$ cat src/rtl/cmi_rx_pkg.sv
package cmi_rx_pkg;

    typedef enum logic [1:0] {
        WSEL_2  = 2'd0,
        WSEL_4  = 2'd1,
        WSEL_8  = 2'd2,
        WSEL_8B = 2'd3
    } wsel_e;

    typedef enum logic [1:0] {
        SYM_ZERO,
        SYM_ONE_LO,
        SYM_ONE_HI,
        SYM_BAD
    } sym_e;

    typedef struct packed {
        logic valid;
        logic data;
        logic viol;
    } dbit_t;

    function automatic int unsigned width_of(input logic [1:0] code);
        case (wsel_e'(code))
            WSEL_2:  return 2;
            WSEL_4:  return 4;
            default: return 8;
        endcase
    endfunction

    function automatic sym_e classify(input logic first, input logic second);
        case ({first, second})
            2'b01:   return SYM_ZERO;
            2'b00:   return SYM_ONE_LO;
            2'b11:   return SYM_ONE_HI;
            default: return SYM_BAD;
        endcase
    endfunction

endpackage

$ cat src/rtl/cmi_sym_dec.sv
module cmi_sym_dec
    import cmi_rx_pkg::*;
(
    input  logic  clk,
    input  logic  rst,
    input  logic  line_in,
    input  logic  cmi_en,
    output dbit_t dbit
);
    logic half;
    logic first_q;
    logic seen_one;
    logic last_lvl;
    sym_e sym;
    logic is_one;
    logic lvl;

    always_comb begin
        sym    = classify(first_q, line_in);
        is_one = (sym == SYM_ONE_LO) || (sym == SYM_ONE_HI);
        lvl    = (sym == SYM_ONE_HI);
        dbit.valid = half;
        dbit.data  = 1'b0;
        dbit.viol  = 1'b0;
        if (cmi_en) begin
            case (sym)
                SYM_ZERO:  dbit.data = 1'b0;
                SYM_BAD:   dbit.viol = 1'b1;
                default: begin
                    dbit.data = 1'b1;
                    dbit.viol = seen_one && (last_lvl == lvl);
                end
            endcase
        end else begin
            dbit.data = first_q;
        end
    end

    always_ff @(posedge clk) begin
        if (rst) begin
            half     <= 1'b0;
            first_q  <= 1'b0;
            seen_one <= 1'b0;
            last_lvl <= 1'b0;
        end else begin
            half <= ~half;
            if (!half) first_q <= line_in;
            if (!cmi_en) begin
                seen_one <= 1'b0;
            end else if (half && is_one) begin
                seen_one <= 1'b1;
                last_lvl <= lvl;
            end
        end
    end

    // a decoded bit is produced on every second edge only
    p_half_alt_r4: assert property (@(posedge clk) disable iff (rst)
        half |=> !half);

    // level memory becomes armed only after a decoded one
    p_arm_after_one_r6: assert property (@(posedge clk) disable iff (rst)
        $rose(seen_one) |-> $past(half) && $past(cmi_en));

endmodule

$ cat src/rtl/cmi_word_pack.sv
module cmi_word_pack
    import cmi_rx_pkg::*;
#(
    parameter int unsigned MAX_W = 8,
    localparam int unsigned IW = $clog2(MAX_W),
    localparam int unsigned LW = IW + 1
) (
    input  logic             clk,
    input  logic             rst,
    input  dbit_t            dbit,
    input  logic [LW-1:0]    wlen,
    output logic             done,
    output logic [MAX_W-1:0] word_out,
    output logic             word_viol
);
    logic [IW-1:0]    idx;
    logic [MAX_W-1:0] acc;
    logic [MAX_W-1:0] nxt;
    logic [MAX_W-1:0] lane_on;
    logic             vacc;

    assign done = dbit.valid && (idx == IW'(wlen - LW'(1)));

    for (genvar i = 0; i < MAX_W; i++) begin : g_lane
        assign lane_on[i] = (LW'(i) < wlen);
        assign nxt[i] = (dbit.valid && idx == IW'(i)) ? dbit.data : acc[i];
        always_ff @(posedge clk) begin
            if (rst) begin
                acc[i]      <= 1'b0;
                word_out[i] <= 1'b0;
            end else if (done) begin
                acc[i]      <= 1'b0;
                word_out[i] <= nxt[i] & lane_on[i];
            end else begin
                acc[i]      <= nxt[i];
            end
        end
    end

    always_ff @(posedge clk) begin
        if (rst) begin
            idx       <= '0;
            vacc      <= 1'b0;
            word_viol <= 1'b0;
        end else if (dbit.valid) begin
            if (done) begin
                idx       <= '0;
                vacc      <= 1'b0;
                word_viol <= vacc | dbit.viol;
            end else begin
                idx  <= idx + IW'(1);
                vacc <= vacc | dbit.viol;
            end
        end
    end

    // lanes beyond the selected width never carry data
    p_upper_zero_r3: assert property (@(posedge clk) disable iff (rst)
        (word_out & ~lane_on) == '0);

    // a word finished with no violating pair clears the flag
    p_viol_clear_r7: assert property (@(posedge clk) disable iff (rst)
        (done && !vacc && !dbit.viol) |=> !word_viol);

endmodule

$ cat src/rtl/cmi_pclk_gen.sv
module cmi_pclk_gen #(
    parameter int unsigned MAX_W = 8,
    localparam int unsigned LW = $clog2(MAX_W) + 1,
    localparam int unsigned TW = LW
) (
    input  logic          clk,
    input  logic          rst,
    input  logic [LW-1:0] wlen,
    input  logic [1:0]    phase,
    output logic [TW-1:0] tcnt,
    output logic          pclk
);
    logic [TW:0] span;
    logic [TW:0] quarter;
    logic [TW:0] shift;
    logic [TW:0] pos;

    always_comb begin
        span    = {1'b0, wlen, 1'b0} >> 1 << 1;
        span    = {wlen, 1'b0};
        quarter = (TW+1)'(wlen >> 1);
        shift   = quarter * (TW+1)'(phase);
        pos     = ({1'b0, tcnt} + span - shift) & (span - (TW+1)'(1));
        pclk    = pos < {1'b0, wlen};
    end

    always_ff @(posedge clk) begin
        if (rst) begin
            tcnt <= '0;
        end else if ({1'b0, tcnt} == span - (TW+1)'(1)) begin
            tcnt <= '0;
        end else begin
            tcnt <= tcnt + TW'(1);
        end
    end

    // the tick counter stays inside one word period
    p_tcnt_range_r9: assert property (@(posedge clk) disable iff (rst)
        {1'b0, tcnt} < span);

endmodule

$ cat src/rtl/cmi_rx_deser.sv
module cmi_rx_deser
    import cmi_rx_pkg::*;
#(
    parameter int unsigned MAX_W = 8
) (
    input  logic             clk,
    input  logic             rst,
    input  logic             line_in,
    input  logic             cmi_en,
    input  logic             loop_en,
    input  logic [1:0]       width_sel,
    input  logic [1:0]       phase_sel,
    output logic [MAX_W-1:0] word_out,
    output logic             viol_out,
    output logic             pclk_out,
    output logic             line_out
);
    localparam int unsigned LW = $clog2(MAX_W) + 1;

    logic [1:0]    wcode_q;
    logic [1:0]    phase_q;
    logic          line_q;
    logic [LW-1:0] wlen;
    logic [LW-1:0] tcnt;
    logic          pk_done;
    logic          word_viol;
    dbit_t         dbit;

    always_comb begin
        if (width_of(wcode_q) > MAX_W) wlen = LW'(MAX_W);
        else                           wlen = LW'(width_of(wcode_q));
    end

    always_ff @(posedge clk) begin
        if (rst) begin
            wcode_q <= width_sel;
            phase_q <= phase_sel;
            line_q  <= 1'b0;
        end else begin
            line_q  <= line_in;
        end
    end

    cmi_sym_dec i_dec (
        .clk    (clk),
        .rst    (rst),
        .line_in(line_in),
        .cmi_en (cmi_en),
        .dbit   (dbit)
    );

    cmi_word_pack #(.MAX_W(MAX_W)) i_pack (
        .clk      (clk),
        .rst      (rst),
        .dbit     (dbit),
        .wlen     (wlen),
        .done     (pk_done),
        .word_out (word_out),
        .word_viol(word_viol)
    );

    cmi_pclk_gen #(.MAX_W(MAX_W)) i_pclk (
        .clk  (clk),
        .rst  (rst),
        .wlen (wlen),
        .phase(phase_q),
        .tcnt (tcnt),
        .pclk (pclk_out)
    );

    assign viol_out = word_viol & cmi_en;
    assign line_out = loop_en & line_q;

    // word completion lands on the last tick of the clock period
    p_word_at_wrap_r4: assert property (@(posedge clk) disable iff (rst)
        pk_done |-> ({1'b0, tcnt} == {wlen, 1'b0} - (LW+1)'(1)));

    // remote loop echoes the previous sample
    p_loop_echo_r10: assert property (@(posedge clk) disable iff (rst)
        (loop_en && !$past(rst)) |-> (line_out == $past(line_in)));

    // outputs are quiet on the first cycle after reset
    p_reset_quiet_r1: assert property (@(posedge clk) disable iff (rst)
        $past(rst) |-> (word_out == '0) && !viol_out);

endmodule

$ cat config.mk
export PLATFORM = sky130hd
export DESIGN_NAME = cmi_rx_deser
export DESIGN_NICKNAME = d
export VERILOG_FILES = /design/src/rtl/cmi_rx_pkg.sv /design/src/rtl/cmi_sym_dec.sv /design/src/rtl/cmi_word_pack.sv /design/src/rtl/cmi_pclk_gen.sv /design/src/rtl/cmi_rx_deser.sv
export SDC_FILE = /design/constraint.sdc
export NUM_CORES = 1
export LEC_CHECK = 0
export ABC_CLOCK_PERIOD_IN_PS = 14000
export BUFFER_PORTS_ARGS = -buffer_cell sky130_fd_sc_hd__buf_2
export CORE_MARGIN = 3
export CORE_UTILIZATION = 62
export DETAILED_ROUTE_END_ITERATION = 6
export GPL_TIMING_DRIVEN = 0
export HOLD_SLACK_MARGIN = 0.1
export PLACE_DENSITY = 0.81
export SYNTH_ARGS = -nofsm -noshare
export SYNTH_HDL_FRONTEND = slang
export SYNTH_SLANG_ARGS = --single-unit
export TNS_END_PERCENT = 100
$ cat constraint.sdc
create_clock -name clk -period 14 [get_ports clk]
set_clock_uncertainty 0.2 [all_clocks]
set_input_delay 4.2 -clock clk [delete_from_list [all_inputs] [get_ports clk]]
set_output_delay 4.2 -clock clk [all_outputs]
set_load 0.1 [all_outputs]
==> impl_metrics.prom <==
# TYPE chip_impl_metric gauge
chip_impl_info{name="run_status",value="complete, no violations"} 1
chip_impl_info{name="layout.cells.most_common_list",value="sky130_fd_sc_hd__dfxtp_1, sky130_fd_sc_hd__nor2_1, sky130_fd_sc_hd__buf_2"} 1
chip_impl_info{name="hold_start",value="i_pack.word_out[1]$_SDFFE_PP0P_"} 1
chip_impl_metric{name="critical_path_peak_fanout",unit=""} 7
chip_impl_metric{name="grt_pass1_wl",unit="mm"} 5.58
chip_impl_info{name="worstReg2RegEnd",value="i_pack.word_out[7]$_SDFFE_PP0P_"} 1
chip_impl_metric{name="area_of_the_mapped_netlist",unit="um^2"} 1790
chip_impl_metric{name="share_clk_of_total_power",unit=""} 0.239
chip_impl_metric{name="grt-ovfl-total",unit=""} 0
chip_impl_metric{name="start_util",unit=""} 0.685
chip_impl_info{name="cts-root-buf",value="sky130_fd_sc_hd__clkbuf_4"} 1
chip_impl_metric{name="internal-power",unit="mW"} 0.147
chip_impl_metric{name="drt_drc_violations_left",unit=""} 0
chip_impl_info{name="start_kind",value="primary input"} 1
chip_impl_metric{name="count_of_endpoints_failing_setup_in_the_final_report",unit=""} 0
chip_impl_metric{name="post-dp-hpwl",unit="mm"} 2.52
chip_impl_metric{name="worstMarginPinSlew",unit="ns"} 0.480
chip_impl_metric{name="design_area",unit="um^2"} 1970
chip_impl_metric{name="antenna_left",unit=""} 0
chip_impl_metric{name="netlist_instances",unit=""} 192
chip_impl_info{name="path_cells",value="buf_4 -> and2_1 -> buf_2"} 1
chip_impl_metric{name="floorplan.die.width",unit="um"} 59.7
chip_impl_metric{name="worst-path-buf-inv",unit=""} 2
chip_impl_metric{name="dieArea",unit="um^2"} 3570
chip_impl_metric{name="placedInstanceArea",unit="um^2"} 1920
chip_impl_metric{name="netSwitchingPower",unit="mW"} 0.0724
chip_impl_metric{name="finalWorstPathRequiredPeriod",unit="ns"} 9.28
chip_impl_metric{name="post-cts-setup-buffers",unit=""} 0
chip_impl_info{name="critical-path-slowest-cell",value="sky130_fd_sc_hd__buf_2"} 1
chip_impl_metric{name="static-leakage-power",unit="nW"} 0.852
chip_impl_metric{name="grt_use_total",unit=""} 0.208
chip_impl_metric{name="pre_cts_ws",unit="ns"} 4.73
chip_impl_info{name="whs_endpoint",value="i_pack.word_out[1]$_SDFFE_PP0P_"} 1
chip_impl_metric{name="via_count_of_the_first_global_routing_pass",unit=""} 1314
chip_impl_metric{name="htree_num_levels",unit=""} 2
chip_impl_metric{name="port_buffers",unit=""} 18
chip_impl_metric{name="cts.clk_slew.worst_paths",unit="ns"} 0.09
chip_impl_info{name="hold_class",value="reg -> reg"} 1
chip_impl_metric{name="core_area",unit="um^2"} 2610
chip_impl_metric{name="ir_drop",unit="uV"} 129
chip_impl_metric{name="timing_hold_violations_final",unit=""} 0
chip_impl_metric{name="grt_max_degree",unit=""} 11
chip_impl_metric{name="dr_total_vias",unit=""} 1381
chip_impl_metric{name="netlist.area_leader.share",unit=""} 0.336
chip_impl_metric{name="comb_power_share",unit=""} 0.277
chip_impl_info{name="critical_path_class",value="in -> out"} 1
chip_impl_metric{name="crit_path_max_cell_delay",unit="ns"} 0.42
chip_impl_metric{name="worstPathRequired",unit="ns"} 9.60
chip_impl_metric{name="clock_latency",unit="ns"} 0.32
chip_impl_metric{name="worst-r2r-cell-count",unit=""} 7
chip_impl_metric{name="antenna_found_initial",unit=""} 0
chip_impl_metric{name="drv.max_cap_violation_count",unit=""} 0
chip_impl_metric{name="synth_seq_cells",unit=""} 34
chip_impl_metric{name="achievable-frequency",unit="MHz"} 108
chip_impl_metric{name="worst-r2r-setup-slack",unit="ns"} 11.63
chip_impl_metric{name="power.density_cell_area",unit="nW/um^2"} 111
chip_impl_metric{name="slew_headroom",unit=""} 0.671
chip_impl_metric{name="detail_route.vias_per_cell",unit=""} 5.59
chip_impl_metric{name="finalWeightedCongestion",unit=""} 0.885
chip_impl_metric{name="drt-pass1-iter-count",unit=""} 4
chip_impl_metric{name="cts-hold-fix-buffers",unit=""} 0
chip_impl_metric{name="cts_resized",unit=""} 0
chip_impl_metric{name="wl_cell",unit="um"} 13.3
chip_impl_metric{name="synth.net_count",unit=""} 220
chip_impl_metric{name="die_h",unit="um"} 59.7
chip_impl_metric{name="switching_share",unit=""} 0.330
chip_impl_info{name="path_delay_family",value="buffers and inverters"} 1
chip_impl_metric{name="flow.area_growth_from_synthesis",unit="%"} 10.2
chip_impl_metric{name="yosys.cell_types.count",unit=""} 40
chip_impl_info{name="mostFrequentLayoutCell",value="sky130_fd_sc_hd__dfxtp_1"} 1
chip_impl_info{name="crit-reg2reg-launch",value="wcode_q[1]$_DFFE_PP_"} 1
chip_impl_metric{name="critical_path_arrival",unit="ns"} 4.88
chip_impl_info{name="cts_tree",value="built"} 1
chip_impl_metric{name="relative_contribution_of_sequential_cells_to_total_power",unit=""} 0.484
chip_impl_info{name="synth.largest_area_cell",value="sky130_fd_sc_hd__dfxtp_1"} 1
chip_impl_metric{name="cts.path.max_buffers",unit=""} 2
chip_impl_info{name="unrepaired_setup_endpoints_after_global_routing",value="no"} 1
chip_impl_metric{name="floorplan.io_pins",unit=""} 20
chip_impl_metric{name="cts_inserted_buffers",unit=""} 5
chip_impl_metric{name="hold_depth",unit=""} 2
chip_impl_metric{name="core.rowCount",unit=""} 18
chip_impl_metric{name="wl",unit="mm"} 3.30
chip_impl_metric{name="num_antenna_cells",unit=""} 0
chip_impl_info{name="post_synth_main_area_contributors",value="sky130_fd_sc_hd__dfxtp_1, sky130_fd_sc_hd__ha_1, sky130_fd_sc_hd__edfxtp_1"} 1
chip_impl_metric{name="synth.avg_cell_area",unit="um^2"} 9.32
chip_impl_metric{name="synth-seq-area-share",unit=""} 0.403
chip_impl_metric{name="final.setup.tns",unit="ns"} 0
chip_impl_metric{name="finalWorstSetupSlack",unit="ns"} 4.72
chip_impl_metric{name="finalCritPeriodShare",unit=""} 0.663
chip_impl_metric{name="dr.first_iter.drc_count",unit=""} 54
chip_impl_metric{name="synth-warning-count",unit=""} 0
chip_impl_metric{name="design.final.nets",unit=""} 245
chip_impl_metric{name="layout_cell_share_with_drive_strength_beyond_1",unit=""} 0.129
chip_impl_metric{name="clock_sink_count",unit=""} 34
chip_impl_info{name="setup.worst_path.end_class",value="output pin"} 1
chip_impl_metric{name="slew_viols_final",unit=""} 0
-- sequential cells by signal (all words and copies together) (netlist names), 2 cells and up --
register and cells:
i_pack.acc 8, i_pack.word_out 8, i_pclk.tcnt 4, i_pack.idx 3
wcode_q 2, phase_q 2
-- metal layers --
| metal | GRT usage | vias up | part of all wire |
|---|---|---|---|
| met1 | 0.252 | 643 | 0.47 |
| met3 | 0.0562 | 6 | 0.051 |
| li1 | - | 701 | - |
| met5 | 0 | - | 0 |
| met2 | 0.349 | 31 | 0.46 |
| met4 | 0.0791 | 0 | 0.014 |
-- kinds of logic after synthesis --
logic type | count (synthesis) | synth area share
compound gates | 27 | 0.0972
flops | 34 | 0.403
fa+ha+maj | 19 | 0.150
buf+inv | 25 | 0.0559
mux | 7 | 0.0399
simple gates | 71 | 0.210
xor+xnor | 9 | 0.0441
-- layout make-up --
cell class / instances / area [um^2]
Buffer: 8 / 36.3
Multi-Input combinational cell: 133 / 968
Sequential cell: 34 / 721
Inverter: 17 / 63.8
Timing Repair Buffer: 18 / 90.1
Clock buffer: 7 / 55.1
Fill cell: 192 / 641
Tap cell: 30 / 37.5
-- cell usage after synthesis (all sizes together) --
| cell type | instances |
|---|---|
| or4 | 2 |
| mux2 | 1 |
| a21o | 1 |
| nand4 | 1 |
| o32ai | 1 |
| and2 | 5 |
| nand3 | 7 |
| fa | 4 |
| a21oi | 14 |
| a2bb2oi | 1 |
| nand2b | 2 |
| o21ai | 2 |
| edfxtp | 4 |
| clkbuf | 5 |
| ha | 15 |
| a211o | 1 |
| dfxtp | 30 |
| xor2 | 3 |
| and4bb | 1 |
| nand2 | 7 |
| nand3b | 7 |
| inv | 17 |
| or3 | 1 |
| nor2 | 24 |
| and4 | 1 |
| nor3b | 1 |
| or2 | 2 |
| mux2i | 6 |
| xnor2 | 6 |
| nor2b | 4 |
| nor3 | 3 |
| o22ai | 2 |
| a22oi | 1 |
| and2b | 1 |
| buf | 3 |
| and3 | 2 |
| o41ai | 3 |
| o31a | 1 |
-- how the worst max path moves through the flow --
stage | from | to | cells after the start
after global placement | cmi_en | viol_out | 3
after CTS | cmi_en | viol_out | 3
final | cmi_en | viol_out | 3
after global routing | cmi_en | viol_out | 3
after detailed placement | cmi_en | viol_out | 3
after floorplan | cmi_en | viol_out | 2
-- power by group through the flow --
stage | clock (mW) | sequential [mW] | combinational [mW]
global route | 0.0583 | 0.107 | 0.0662
finish | 0.0524 | 0.106 | 0.0608
CTS | 0.0548 | 0.106 | 0.0612
global placement | 0 | 0.108 | 0.0592
detailed placement | 0 | 0.108 | 0.0610
floorplan | 0 | 0.107 | 0.0500
-- metrics by stage --
step | std cells | power [mW] | util | hold WS [ns]
3_3_place_gp | 240 | 0.167 | 0.734 | 0.237
4_1_cts | 247 | 0.222 | 0.755 | 0.262
3_5_place_dp | 240 | 0.169 | 0.734 | 0.242
5_1_grt | 247 | 0.231 | 0.755 | 0.271
2_1_floorplan | 192 | 0.157 | - | 0.225
6_report | 247 | 0.219 | 0.755 | 0.260
-- tightest hold or removal path, stage by stage, from the launching register on --
cell                      delay, ns
sky130_fd_sc_hd__dfxtp_1       0.32
sky130_fd_sc_hd__nand2_1       0.05
sky130_fd_sc_hd__a21oi_1       0.05
No activity file was read; power rests on OpenSTA's default activity.
